File: src/rtl/irqf_pkg.sv
package irqf_pkg;

    typedef enum logic [1:0] {
        CELL_HOLD  = 2'd0,
        CELL_SET   = 2'd1,
        CELL_CLEAR = 2'd2
    } cell_act_t;

    typedef struct packed {
        logic rd;
        logic wr;
    } bus_op_t;

    function automatic bus_op_t decode_op(logic sel, logic wr);
        bus_op_t op;
        op.rd = sel & ~wr;
        op.wr = sel & wr;
        return op;
    endfunction

    function automatic logic edge_hit(logic primed, logic prev, logic cur, logic pol);
        return primed & (prev != cur) & (cur == pol);
    endfunction

    // A new event always outranks any clear source.
    function automatic cell_act_t resolve_act(logic set, logic hw_clr, logic sw_clr);
        if (set)
            return CELL_SET;
        else if (hw_clr || sw_clr)
            return CELL_CLEAR;
        return CELL_HOLD;
    endfunction

endpackage

File: src/rtl/irqf_edge_det.sv
module irqf_edge_det
    import irqf_pkg::*;
#(
    parameter int N_LINES = 8
) (
    input  logic               clk,
    input  logic               rst,
    input  logic [N_LINES-1:0] pin_i,
    input  logic [N_LINES-1:0] pol_i,
    output logic [N_LINES-1:0] hit_o
);

    logic [N_LINES-1:0] prev_q;
    logic               primed_q;

    always_ff @(posedge clk) begin
        if (rst) begin
            prev_q   <= '0;
            primed_q <= 1'b0;
        end else begin
            prev_q   <= pin_i;
            primed_q <= 1'b1;
        end
    end

    for (genvar g = 0; g < N_LINES; g++) begin : g_line
        assign hit_o[g] = edge_hit(primed_q, prev_q[g], pin_i[g], pol_i[g]);
    end

endmodule

File: src/rtl/irqf_flag_cell.sv
module irqf_flag_cell
    import irqf_pkg::*;
(
    input  logic clk,
    input  logic rst,
    input  logic set_i,
    input  logic hw_clr_i,
    input  logic rd_i,
    input  logic wr_i,
    input  logic wbit_i,
    output logic flag_o
);

    logic      flag_q;
    logic      armed_q;
    logic      sw_clr;
    cell_act_t act;

    assign sw_clr = wr_i & ~wbit_i & armed_q;
    assign act    = resolve_act(set_i, hw_clr_i, sw_clr);

    always_ff @(posedge clk) begin
        if (rst) begin
            flag_q  <= 1'b0;
            armed_q <= 1'b0;
        end else begin
            unique case (act)
                CELL_SET: begin
                    flag_q  <= 1'b1;
                    armed_q <= 1'b0;
                end
                CELL_CLEAR: begin
                    flag_q  <= 1'b0;
                    armed_q <= 1'b0;
                end
                default: begin
                    if (rd_i && flag_q)
                        armed_q <= 1'b1;
                end
            endcase
        end
    end

    assign flag_o = flag_q;

endmodule

File: src/rtl/irqf_status_reg.sv
module irqf_status_reg
    import irqf_pkg::*;
#(
    parameter int N_LINES = 8,
    parameter int DATA_W  = 8
) (
    input  logic               clk,
    input  logic               rst,
    input  logic [N_LINES-1:0] pin_i,
    input  logic [N_LINES-1:0] pin_pol_i,
    input  logic [N_LINES-1:0] irq_en_i,
    input  logic [N_LINES-1:0] svc_clr_i,
    input  logic               bus_sel_i,
    input  logic               bus_wr_i,
    input  logic [DATA_W-1:0]  bus_wdata_i,
    output logic [DATA_W-1:0]  bus_rdata_o,
    output logic [N_LINES-1:0] irq_req_o
);

    localparam int FLAG_MSB = N_LINES - 1;

    bus_op_t            op;
    logic [N_LINES-1:0] hit;
    logic [N_LINES-1:0] flag_q;

    assign op = decode_op(bus_sel_i, bus_wr_i);

    irqf_edge_det #(.N_LINES(N_LINES)) u_edge (
        .clk   (clk),
        .rst   (rst),
        .pin_i (pin_i),
        .pol_i (pin_pol_i),
        .hit_o (hit)
    );

    for (genvar g = 0; g < N_LINES; g++) begin : g_cell
        irqf_flag_cell u_cell (
            .clk      (clk),
            .rst      (rst),
            .set_i    (hit[g]),
            .hw_clr_i (svc_clr_i[g]),
            .rd_i     (op.rd),
            .wr_i     (op.wr),
            .wbit_i   (bus_wdata_i[g]),
            .flag_o   (flag_q[g])
        );
    end

    always_comb begin
        bus_rdata_o = '0;
        if (op.rd)
            bus_rdata_o[FLAG_MSB:0] = flag_q;
    end

    assign irq_req_o = flag_q & irq_en_i;

endmodule

File: config.mk
export PLATFORM = sky130hd
export DESIGN_NAME = irqf_status_reg
export DESIGN_NICKNAME = d
export VERILOG_FILES = /design/src/rtl/irqf_pkg.sv /design/src/rtl/irqf_edge_det.sv /design/src/rtl/irqf_flag_cell.sv /design/src/rtl/irqf_status_reg.sv
export SDC_FILE = /design/constraint.sdc
export NUM_CORES = 1
export LEC_CHECK = 0
export ABC_AREA = 1
export ABC_CLOCK_PERIOD_IN_PS = 1250
export BUFFER_PORTS_ARGS = -buffer_cell sky130_fd_sc_hd__buf_2
export CELL_PAD_IN_SITES_DETAIL_PLACEMENT = 1
export CELL_PAD_IN_SITES_GLOBAL_PLACEMENT = 2
export CORE_UTILIZATION = 23
export CTS_BUF_LIST = sky130_fd_sc_hd__clkbuf_16
export DETAILED_ROUTE_END_ITERATION = 10
export PLACE_DENSITY_LB_ADDON = 0.1
export SLEW_MARGIN = 10
export SYNTH_ARGS = -nofsm -noshare
export SYNTH_HDL_FRONTEND = slang
export SYNTH_HIERARCHICAL = 1
export SYNTH_SLANG_ARGS = --single-unit
File: constraint.sdc
create_clock -name clk -period 1.25 [get_ports clk]
set_input_delay 0.25 -clock clk [delete_from_list [all_inputs] [get_ports clk]]
set_output_delay 0.25 -clock clk [all_outputs]
set_load 0.02 [all_outputs]
# Word-level counts from Yosys, hierarchy flattened
# Cells that the tools add are included.
# classes
add_sub_neg	0
n_mul	0
div_mod_pow	0
magnitude_cmp	0
n_eq_ne	32
n_shift	0
muxes	50
n_bitwise	44
reduce_logical	32
# op_table
cell	count
2-to-1 mux 2 bit	24
AND 1 bit	34
OR reduction 3 bit	8
2-to-1 mux 1 bit	17
== test 2 x 1 -> 1 bit (second input constant)	8
== test 2 bit (second input constant)	8
case mux 1 bit (2 select lines)	8
nonzero test 2 bit	8
NOT 1 bit	9
AND 8 bit	1
== test 1 bit	8
logical AND 1 bit	8
logical OR 1 bit	8
2-to-1 mux 8 bit	1
!= test 1 bit	8
# word_totals
reg_bits	25
latchBits	0
mem_bits_rw	0
mem_bits_ro	0
input_bits	44
word_cells	176
n_memories	0

# Longest topological paths before layout
# logic_depth
ltp_word	9
ltp_mapped	9
mapped_depth_nobuf	9

# Cells and area by module
# The synthesis kept the hierarchy.
# by_module_without_submodules
mod	instances	cells_each	area_each_um2	seq_area_each_um2
irqf_flag_cell	8	13	95.1	40.0
irqf_edge_det	1	100	540.5	180.2
irqf_status_reg	1	37	141.4	0.0

# Worst setup path after synthesis
# No wires, ideal clock.
# synth_path
kind	input -> output
start	input port bus_wr_i
end	output port bus_rdata_o[0]
arrival_ps	685
t_required_ps	1000
setup_slack_ps	315
cell_stages	3
cell_sequence	inv_1 > nand2_2 > nor2_1
# synth_via
elab_chain_len	3
# synth_lines
item	line_no	text
from (decl)	irqf_status_reg.sv:14	input logic bus_wr_i,
NOT 1 bit	irqf_pkg.sv:16	op.rd = sel & ~wr;
AND 1 bit	irqf_pkg.sv:16	
2-to-1 mux 8 bit	irqf_status_reg.sv:51	if (op.rd)
to (decl)	irqf_status_reg.sv:16	output logic [DATA_W-1:0] bus_rdata_o,
# No other way between the ends.

# Worst setup path in the final report
# layout_path
start	register g_cell[3].u_cell.flag_q
end	output port bus_rdata_o[3]
# layout_via
elab_chain_len	1
# layout_lines
item	line_no	text
from (decl)	irqf_flag_cell.sv:14	logic flag_q;
from (signal assigned)	irqf_flag_cell.sv:24	flag_q <= 1'b0;
from (signal assigned)	irqf_flag_cell.sv:29	flag_q <= 1'b1;
from (signal assigned)	irqf_flag_cell.sv:33	flag_q <= 1'b0;
2-to-1 mux 8 bit	irqf_status_reg.sv:51	
# No other way between the ends.

==> results.yml <==
status:
  outcome: "completed"
die:
  io_pins: 60
  std_cell_rows: 28
  fp.dieH_um: 81.2
  fp.coreArea_sq_um: 5990
  die_w_um: 81.2
  start_util: 0.241
  dieArea_sq_um: 6590
cts:
  cts.sinks: 25
  ctsHoldBuffers: 0
  htree_num_levels: 1
  tritoncts: "done"
  cts_made_buffers: 3
  cts-resized-gates: 0
  clk_path_buf_depth: 2
  cts_root_buffer: "clkbuf_16"
  postCtsSetupRepairBufs: 0
  insertion_delay_ps: 260
  path_clk_slew_ps: 70
global_route:
  grt_pass1_wl_mm: 6.12
  grt_pass1_vias: 1335
  grt_max_degree: 26
  antenna_found_initial: 0
  grt-ovfl-total: 0
  track_usage: 0.123
power_and_ir_drop:
  p_leak_nw: 1.10
  worst_ir_drop_vdd_mv: 0.584
  pwr_density_cell_nw_per_um2: 974
setup_path:
  crit_end: "bus_rdata_o[3]"
  crit_chain: "inv_1 > nor2_1 > buf_2"
  critPathMaxFanout: 4
  r2r_start: "u_edge/primed_q"
  rr_worst_depth: 7
  end_kind: "output port"
  cp-start-kind: "flip-flop"
  worst_ep_required_time_ps: 1000
  crit_start: "g_cell[3].u_cell/flag_o"
  max_stage_delay_ps: 360
  path_class: "flip-flop to output port"
  ff2ff_setup_slack_ps: 220
  critPathArrivalTime_ps: 920
  slowest_stage: "dfxtp_2"
  rr_endpoint: "g_cell[5].u_cell/flag_o"
route:
  vias: 1506
  drc_errors: 0
  drt-pass1-iter-count: 4
  via_per_inst: 3.98
  routed_wl_mm: 3.62
  detail-route-antenna-nets: 0
  wl_per_cell_um: 9.57
  initialDrtViolationCount: 58
finish:
  fillers: 804
  final-seq-area_sq_um: 512
  nets: 348
  layout-drive-gt1-share: 0.323
  n_antenna_cell: 0
  area_growth_pct: 33.6
  multiInputGateArea_sq_um: 701
  utilization: 0.322
min_path:
  min_from: "pin_i[6]"
  hp-class: "input port to flip-flop"
sta:
  grt_setup_unrepaired: "false"
  whs_ps: 244
  tightestPinTransition_ps: 297
  fin_tns_setup_ps: 0
  final-hold-violation-count: 0
  skew_ps: 3.14
  maxSlewHeadroom: 0.802
  period_minus_slack_ps: 1170
  max_freq_ghz: 0.857
  finalSetupViolations: 0
  period_share: 0.933
  slew_viol_final: 0
logic_synthesis:
  seq_area_frac_synth: 0.347
  ys_warn_count: 6
  synth_nets: 285
  syn-instance-count: 241
  ys_ff_latch: 25
  synth.avg_cell_area_sq_um: 5.99
  syn_area_sq_um: 1440
  synthDistinctLibCells: 13
placed_design:
  post-dp-hpwl_mm: 2.85
  numPortBuffers: 59
  place.gp.congestion: 0.702
run:
  maxCapViolCount: 0
## layout make-up
cell class | count | area share
Clock buffer | 3 | 0.0390
Clock inverter | 1 | 0.00260
Inverter | 60 | 0.117
Multi-Input combinational cell | 154 | 0.364
Sequential cell | 25 | 0.266
Tap cell | 75 | 0.0487
Timing Repair Buffer | 60 | 0.164
## cells by family (layout without fill, tap and decap cells)
| logic type | count (synthesis) | after routing | synth area share |
|---|---|---|---|
| AND/OR/NAND/NOR | 146 | 146 | 0.458 |
| AO/OA/AOI/OAI | 8 | 8 | 0.0278 |
| flip-flops | 25 | 25 | 0.347 |
| buffers and inverters | 62 | 124 | 0.167 |
## critical path: cells and delay by family, from the launching register on
kind                   cells  cell delay (ps)
AND/OR/NAND/NOR            1               90
flip-flops                 1              360
buffers and inverters      2              210
## placed cells by master (no fill, tap or decap)
cell type	synthesis	final
buf_12	0	1
clkinv_2	0	1
nor2_2	16	16
inv_2	8	8
or2_1	8	8
dfxtp_2	0	9
a21oi_1	8	8
nand3b_1	8	8
nand2_2	1	1
nor2_1	24	24
dfxtp_1	25	16
nand2_1	73	73
nand3_1	16	16
buf_2	1	59
clkbuf_16	0	3
inv_1	52	52
## routing by layer
| metal | GRT usage | vias up | part of all wire |
|---|---|---|---|
| met5 | 0 | - | 0 |
| met4 | 0.0375 | 0 | 0.011 |
| met3 | 0.0258 | 2 | 0.047 |
| met2 | 0.193 | 31 | 0.43 |
| met1 | 0.166 | 651 | 0.52 |
| li1 | - | 822 | - |
## cell usage after synthesis
cell type  number  share of area
a21oi_1         8          0.028
buf_2           1         0.0035
buf_6           1         0.0078
dfxtp_1        25           0.35
inv_1          52           0.14
inv_2           8          0.021
nand2_1        73           0.19
nand2_2         1         0.0043
nand3_1        16          0.056
nand3b_1        8          0.042
nor2_1         24          0.062
nor2_2         16          0.069
or2_1           8          0.035
## worst min-delay path by stage
stage / slack, ps / to / cells past startpoint
after detailed placement: 480 / g_cell[1].u_cell/armed_q / 2
after global routing: 260 / u_edge/prev_q[4] / 3
after global placement: 470 / g_cell[6].u_cell/armed_q / 2
final: 240 / u_edge/prev_q[6] / 3
after CTS: 240 / u_edge/prev_q[6] / 3
after floorplan: 370 / u_edge/prev_q[0] / 2
## per-stage QoR
stage | area, sq um | worst slack, ps | power, mW | instances
2_1_floorplan | 1440 | 315 | 1.05 | 241
3_3_place_gp | 1840 | 43.1 | 1.19 | 374
3_5_place_dp | 1840 | 43.3 | 1.19 | 374
4_1_cts | 1920 | 27.4 | 1.92 | 378
5_1_grt | 1930 | 7.37 | 2.01 | 378
6_report | 1930 | 83.8 | 1.88 | 378
## flip-flops by register name, summed over array words and instances, names as in the netlist
name                   count
g_cell.u_cell/flag_o       8
u_edge/primed_q            1
u_edge/prev_q              8
g_cell.u_cell/armed_q      8
## power breakdown
part / internal (mW) / total, mW / switching [mW]
Combinational: 0.133 / 0.308 / 0.175
Sequential: 0.832 / 0.858 / 0.0268
Clock: 0.431 / 0.711 / 0.280
Note: power is estimated with default switching activity, not from simulation.
